**src/rtl/sseq_pkg.sv**
```systemverilog
package sseq_pkg;

   typedef enum logic [2:0] {
      ST_HUNT   = 3'd0,
      ST_ADDR   = 3'd1,
      ST_CONV   = 3'd2,
      ST_REPLAY = 3'd3,
      ST_TAIL   = 3'd4
   } sseq_state_e;

   // assignment word length for a given channel count
   function automatic int word_len(input int nch);
      return (nch == 1) ? 0 : ($clog2(nch) + 1);
   endfunction

   // width of a channel index
   function automatic int chan_w(input int nch);
      return (nch == 1) ? 1 : $clog2(nch);
   endfunction

endpackage

```
**src/rtl/sseq_ctrl.sv**
```systemverilog
module sseq_ctrl
   import sseq_pkg::*;
#(
   parameter int RES  = 8,
   parameter int WLEN = 4,
   parameter int WR   = 4,
   parameter int SW   = 3,
   parameter int CNTW = 4
) (
   input  logic          sclk,
   input  logic          cs_n,
   input  logic          di_s,
   input  logic          cmp_hi,
   input  logic [RES-1:0] res,
   output logic          conv_en,
   output logic [SW-1:0] bit_idx,
   output logic [WR-1:0] word,
   output logic          busy,
   output logic          oe,
   output logic          dout
);

   localparam int WLAST = (WLEN > 0) ? WLEN - 1 : 0;

   sseq_state_e    state;
   logic [CNTW-1:0] cnt;
   logic [WR-1:0]   word_shift;
   logic [SW-1:0]   rep_idx;

   generate
      if (WLEN > 0) begin : g_word
         assign word_shift = {word[WR-2:0], di_s};
      end else begin : g_noword
         assign word_shift = '0;
      end
   endgenerate

   assign conv_en = (state == ST_CONV);
   assign rep_idx = cnt[SW-1:0];
   assign bit_idx = SW'(RES - 1) - cnt[SW-1:0];

   always_ff @(negedge sclk or posedge cs_n) begin
      if (cs_n) begin
         state <= ST_HUNT;
         cnt   <= '0;
         word  <= '0;
         busy  <= 1'b0;
         oe    <= 1'b0;
         dout  <= 1'b0;
      end else begin
         case (state)
            ST_HUNT: begin
               if (di_s) begin
                  if (WLEN == 0) begin
                     state <= ST_CONV;
                     cnt   <= '0;
                     busy  <= 1'b1;
                     oe    <= 1'b1;
                     dout  <= 1'b0;
                  end else begin
                     state <= ST_ADDR;
                     cnt   <= '0;
                  end
               end
            end
            ST_ADDR: begin
               word <= word_shift;
               if (cnt == CNTW'(WLAST)) begin
                  state <= ST_CONV;
                  cnt   <= '0;
                  busy  <= 1'b1;
                  oe    <= 1'b1;
                  dout  <= 1'b0;
               end else begin
                  cnt <= cnt + 1'b1;
               end
            end
            ST_CONV: begin
               dout <= cmp_hi;
               if (cnt == CNTW'(RES - 1)) begin
                  state <= ST_REPLAY;
                  cnt   <= CNTW'(1);
               end else begin
                  cnt <= cnt + 1'b1;
               end
            end
            ST_REPLAY: begin
               busy <= 1'b0;
               dout <= res[rep_idx];
               if (cnt == CNTW'(RES - 1)) begin
                  state <= ST_TAIL;
               end else begin
                  cnt <= cnt + 1'b1;
               end
            end
            default: begin
               dout <= 1'b0;
            end
         endcase
      end
   end

endmodule

```
**src/rtl/sseq_sar.sv**
```systemverilog
module sseq_sar #(
   parameter int RES = 8,
   parameter int SW  = 3
) (
   input  logic           sclk,
   input  logic           cs_n,
   input  logic           conv_en,
   input  logic [SW-1:0]  bit_idx,
   input  logic           cmp_hi,
   output logic [RES-1:0] res,
   output logic [RES-1:0] dac_code
);

   logic [RES-1:0] trial;

   assign trial    = RES'(1) << bit_idx;
   assign dac_code = conv_en ? (res | trial) : res;

   always_ff @(negedge sclk or posedge cs_n) begin
      if (cs_n) begin
         res <= '0;
      end else if (conv_en) begin
         res[bit_idx] <= cmp_hi;
      end
   end

endmodule

```
**src/rtl/sseq_decode.sv**
```systemverilog
module sseq_decode #(
   parameter int NCH  = 8,
   parameter int WLEN = 4,
   parameter int WR   = 4,
   parameter int CW   = 3
) (
   input  logic [WR-1:0] word,
   output logic [CW-1:0] mux_pos,
   output logic [CW-1:0] mux_neg,
   output logic          mux_com
);

   logic [CW-1:0] chan;
   logic          sgl;

   generate
      if (NCH == 1) begin : g_fixed
         assign chan = '0;
         assign sgl  = 1'b0;
      end else if (WLEN == 2) begin : g_two
         assign chan = word[0];
         assign sgl  = word[1];
      end else begin : g_many
         assign chan = {word[WLEN-3:0], word[WLEN-2]};
         assign sgl  = word[WLEN-1];
      end
   endgenerate

   always_comb begin
      mux_pos = chan;
      if (sgl) begin
         mux_neg = '0;
         mux_com = 1'b1;
      end else begin
         mux_neg = chan ^ CW'(1);
         mux_com = 1'b0;
      end
   end

endmodule

```
**src/rtl/sar_serial_seq.sv**
```systemverilog
module sar_serial_seq
   import sseq_pkg::*;
#(
   parameter int NCH = 8,
   parameter int RES = 8,
   localparam int WLEN = word_len(NCH),
   localparam int WR   = (WLEN > 0) ? WLEN : 1,
   localparam int CW   = chan_w(NCH),
   localparam int SW   = $clog2(RES),
   localparam int CNTW = $clog2(RES + WLEN + 1)
) (
   input  logic           sclk,
   input  logic           cs_n,
   input  logic           di,
   input  logic           cmp_hi,
   output logic           dout,
   output logic           dout_oe,
   output logic           busy,
   output logic [RES-1:0] dac_code,
   output logic [CW-1:0]  mux_pos,
   output logic [CW-1:0]  mux_neg,
   output logic           mux_com
);

   initial begin
      if (!(NCH == 1 || NCH == 2 || NCH == 4 || NCH == 8))
         $fatal(1, "sar_serial_seq: NCH must be 1, 2, 4 or 8");
      if (RES < 2 || RES > 16)
         $fatal(1, "sar_serial_seq: RES must be within 2..16");
   end

   logic           di_s;
   logic           conv_en;
   logic [SW-1:0]  bit_idx;
   logic [WR-1:0]  word;
   logic [RES-1:0] res;

   always_ff @(posedge sclk or posedge cs_n) begin
      if (cs_n) di_s <= 1'b0;
      else      di_s <= di;
   end

   sseq_ctrl #(.RES(RES), .WLEN(WLEN), .WR(WR), .SW(SW), .CNTW(CNTW)) u_ctrl (
      .sclk    (sclk),
      .cs_n    (cs_n),
      .di_s    (di_s),
      .cmp_hi  (cmp_hi),
      .res     (res),
      .conv_en (conv_en),
      .bit_idx (bit_idx),
      .word    (word),
      .busy    (busy),
      .oe      (dout_oe),
      .dout    (dout)
   );

   sseq_sar #(.RES(RES), .SW(SW)) u_sar (
      .sclk     (sclk),
      .cs_n     (cs_n),
      .conv_en  (conv_en),
      .bit_idx  (bit_idx),
      .cmp_hi   (cmp_hi),
      .res      (res),
      .dac_code (dac_code)
   );

   sseq_decode #(.NCH(NCH), .WLEN(WLEN), .WR(WR), .CW(CW)) u_dec (
      .word    (word),
      .mux_pos (mux_pos),
      .mux_neg (mux_neg),
      .mux_com (mux_com)
   );

endmodule

```
**config.mk**
```make
export PLATFORM = sky130hd
export DESIGN_NAME = sar_serial_seq
export DESIGN_NICKNAME = d
export VERILOG_FILES = /design/src/rtl/sseq_pkg.sv /design/src/rtl/sseq_ctrl.sv /design/src/rtl/sseq_sar.sv /design/src/rtl/sseq_decode.sv /design/src/rtl/sar_serial_seq.sv
export SDC_FILE = /design/constraint.sdc
export NUM_CORES = 1
export LEC_CHECK = 0
export BUFFER_PORTS_ARGS = -buffer_cell sky130_fd_sc_hd__clkbuf_2
export CAP_MARGIN = 20
export CORE_MARGIN = 5
export CORE_UTILIZATION = 59
export CTS_CLUSTER_DIAMETER = 150
export DETAILED_ROUTE_END_ITERATION = 8
export PLACE_DENSITY = 0.81
export SLEW_MARGIN = 15
export SYNTH_ARGS = -nofsm -noshare
export SYNTH_HDL_FRONTEND = slang
export SYNTH_HIERARCHICAL = 1
export SYNTH_SLANG_ARGS = --single-unit
```
**constraint.sdc**
```tcl
create_clock -name sclk -period 4.75 [get_ports sclk]
set_clock_uncertainty 0.05 [all_clocks]
set_input_delay 0.2375 -clock sclk [delete_from_list [all_inputs] [get_ports sclk]]
set_output_delay 0.2375 -clock sclk [all_outputs]
set_load 0.05 [all_outputs]
```
==> reports/metrics.csv <==
stage;metric;value;unit
run_status;status;finished clean;
synth;syn_inst;114;
critical_path;cp_max_fo;8;
critical_path;end_kind;output port;
clock_network;clock_latency;0.31;ns
clock_network;cts_buffer_depth;2;
clock_network;clk_pin_slew;0.13;ns
critical_path;critPathKind;reg2out;
route;vias;956;
timing;setup-violations-final;0;
clock_network;cts_inserted_buffers;3;
synth;yosysWarnings;6;
layout;nNetsFinal;141;
layout;area_growth;10.1;%
route;drt-pass1-iter-count;4;
layout;nFillCells;177;
synth;synth.top_cells.by_area;dfrtn_1 (42%), mux2_2 (7.8%), mux2_4 (3.5%), mux4_2 (3.5%), and4bb_1 (2.9%);
timing;drv_slew;0;
synth;async_flop_share;1.00;
synth;synth_area_per_cell;11.4;um2
synth;syn_nets;119;
global_routing;grt_max_degree;15;
route;wl_met2;1310;um
flow_run;max_cap_viol_count;0;
placement;dp_hpwl;1860;um
placement;place_congestion;0.818;
synth;synth_top_area_share;0.422;
route;highest_layer;met4;
critical_path;crit_path_start_kind;flop;
worst_hold_path;hold_class;in2async;
synth;yosysMostFrequentCell;dfrtn_1;
global_routing;grt_pass1_wl;4350;um
timing;hold_violations;0;
synth;yosys.area.top_type;dfrtn_1;
layout;drive_gt1_frac;0.370;
floorplan;io-pin-count;22;
clock_network;root_buffer;clkbuf_4;
floorplan;fp.dieW;57.0;um
synth;ys.flop_type;dfrtn_1;
critical_path;crit_arrival;4.29;ns
global_routing;grt_pass1_vias;979;
route;drt-total-wl;2600;um
synth;yosys_register_bits;23;
route;ant_nets;0;
floorplan;start_util;0.601;
global_routing;overflow;0;
route;dr_wl_met3;68;um
route;vias_per_cell;5.87;
clock_network;htree_levels;1;
synth;synth_common_cells;dfrtn_1 (22), inv_1 (9), mux2_2 (9);
timing;finalSetupTns;0;ns
synth;yosysSeqAreaShare;0.441;
global_routing;grtUsageTotal;0.170;
placement;port_buffers;21;
floorplan;die_y;57.0;um
route;wire_per_inst;15.9;um
clock_network;cts_tree;yes;
route;drt_iter0_markers;22;
synth;synth_edf_count;0;
critical_path;critPathRequiredTime;4.46;ns
global_routing;antenna_found_initial;0;
floorplan;core_area;0.00217;mm2
critical_path;reg2reg_slack;1.06;ns
timing;rsz0062_at_grt;false;
route;drc_errors;0;
layout;diodes;0;
route;wl_met1;1180;um
timing;tightest_slew;0.539;ns
clock_network;cts_num_sinks;23;
floorplan;die_area;0.00325;mm2
timing;relSlewSlack;0.640;
synth;syn_area;0.00130;mm2
floorplan;row_count;17;
synth;synth_cell_type_count;40;
state kept, by name (all words and copies together), names as in the netlist:
signal	cells
u_ctrl/cnt	4
u_ctrl/busy	1
u_sar/res	8
di_s	1
u_ctrl/oe	1
u_ctrl/state	3
u_ctrl/dout	1
u_ctrl/word	4
layer usage:
metal  GRT usage  vias to the layer above
li1            -                      455
met1       0.230                      481
met2       0.271                       16
met3      0.0226                        4
met4      0.0795                        0
met5           0                        -
critical path, cell delays in order, from the launching register on:
cell      delay, ns
dfrtn_1        0.60
inv_1          0.20
nor4b_2        0.38
or2_2          0.17
clkbuf_2       0.26
cell families after synthesis:
family                   Yosys count  share of synthesized area
flip-flops                        23                      0.441
buffers and inverters             17                     0.0806
AO/OA/AOI/OAI                     23                      0.128
AND/OR/NAND/NOR                   35                      0.186
multiplexers                      15                      0.155
adder cells (fa/ha/maj)            1                    0.00960
stage by stage:
stage          cells  setup slack, ns  hold slack, ns  cell area, um2   util
2_1_floorplan    114            0.477         -0.0838            1300      -
3_3_place_gp     157            0.568          0.0276            1390  0.640
6_report         163            0.169           0.260            1440  0.661
3_5_place_dp     157            0.537          0.0351            1390  0.640
4_1_cts          163            0.179           0.232            1440  0.661
5_1_grt          163           0.0520           0.252            1440  0.661
repair_timing:
action	in CTS	in global routing
hold buffers	2	0
setup buffers	0	0
hold endpoints to repair	2	0
resized for setup	0	0
layout by cell type (no fill, tap or decap), types with 3 or more instances in the layout:
cell type | Yosys | final
inv_1 | 9 | 9
nand2_1 | 3 | 3
mux2_2 | 9 | 9
mux2_4 | 3 | 3
or2_2 | 4 | 4
dfrtn_1 | 22 | 22
a21oi_1 | 4 | 4
clkbuf_2 | 0 | 21
nand2b_1 | 5 | 5
nor2b_1 | 3 | 3
clkbuf_4 | 0 | 3
and4bb_1 | 3 | 3
nand4b_1 | 3 | 3
nor2_1 | 5 | 5
final cells by class:
class                           count  area [um2]  share of cell area
Clock buffer                        3        22.5              0.0157
Timing Repair Buffer               25         140              0.0976
Inverter                            9        33.8              0.0235
Clock inverter                      1        5.00             0.00349
Multi-Input combinational cell     74         623               0.434
Sequential cell                    23         576               0.401
Tap cell                           28        35.0              0.0244
path summary, 6_finish.rpt:
path	depth (start not counted)	to	from
worst max-delay path	4	dac_code[0]	u_ctrl/cnt[0]
worst min-delay path	3	di_s	cs_n
worst max register to register	4	u_ctrl/cnt[2]	di_s
worst min register to register	1	u_ctrl/oe	u_ctrl/oe
max in group asynchronous	3	u_ctrl/cnt[1]	cs_n
min in group sclk	1	u_ctrl/oe	u_ctrl/oe
Power is not shown: default switching activity piles up to over one toggle a cycle in this logic, so the estimate is an artifact.
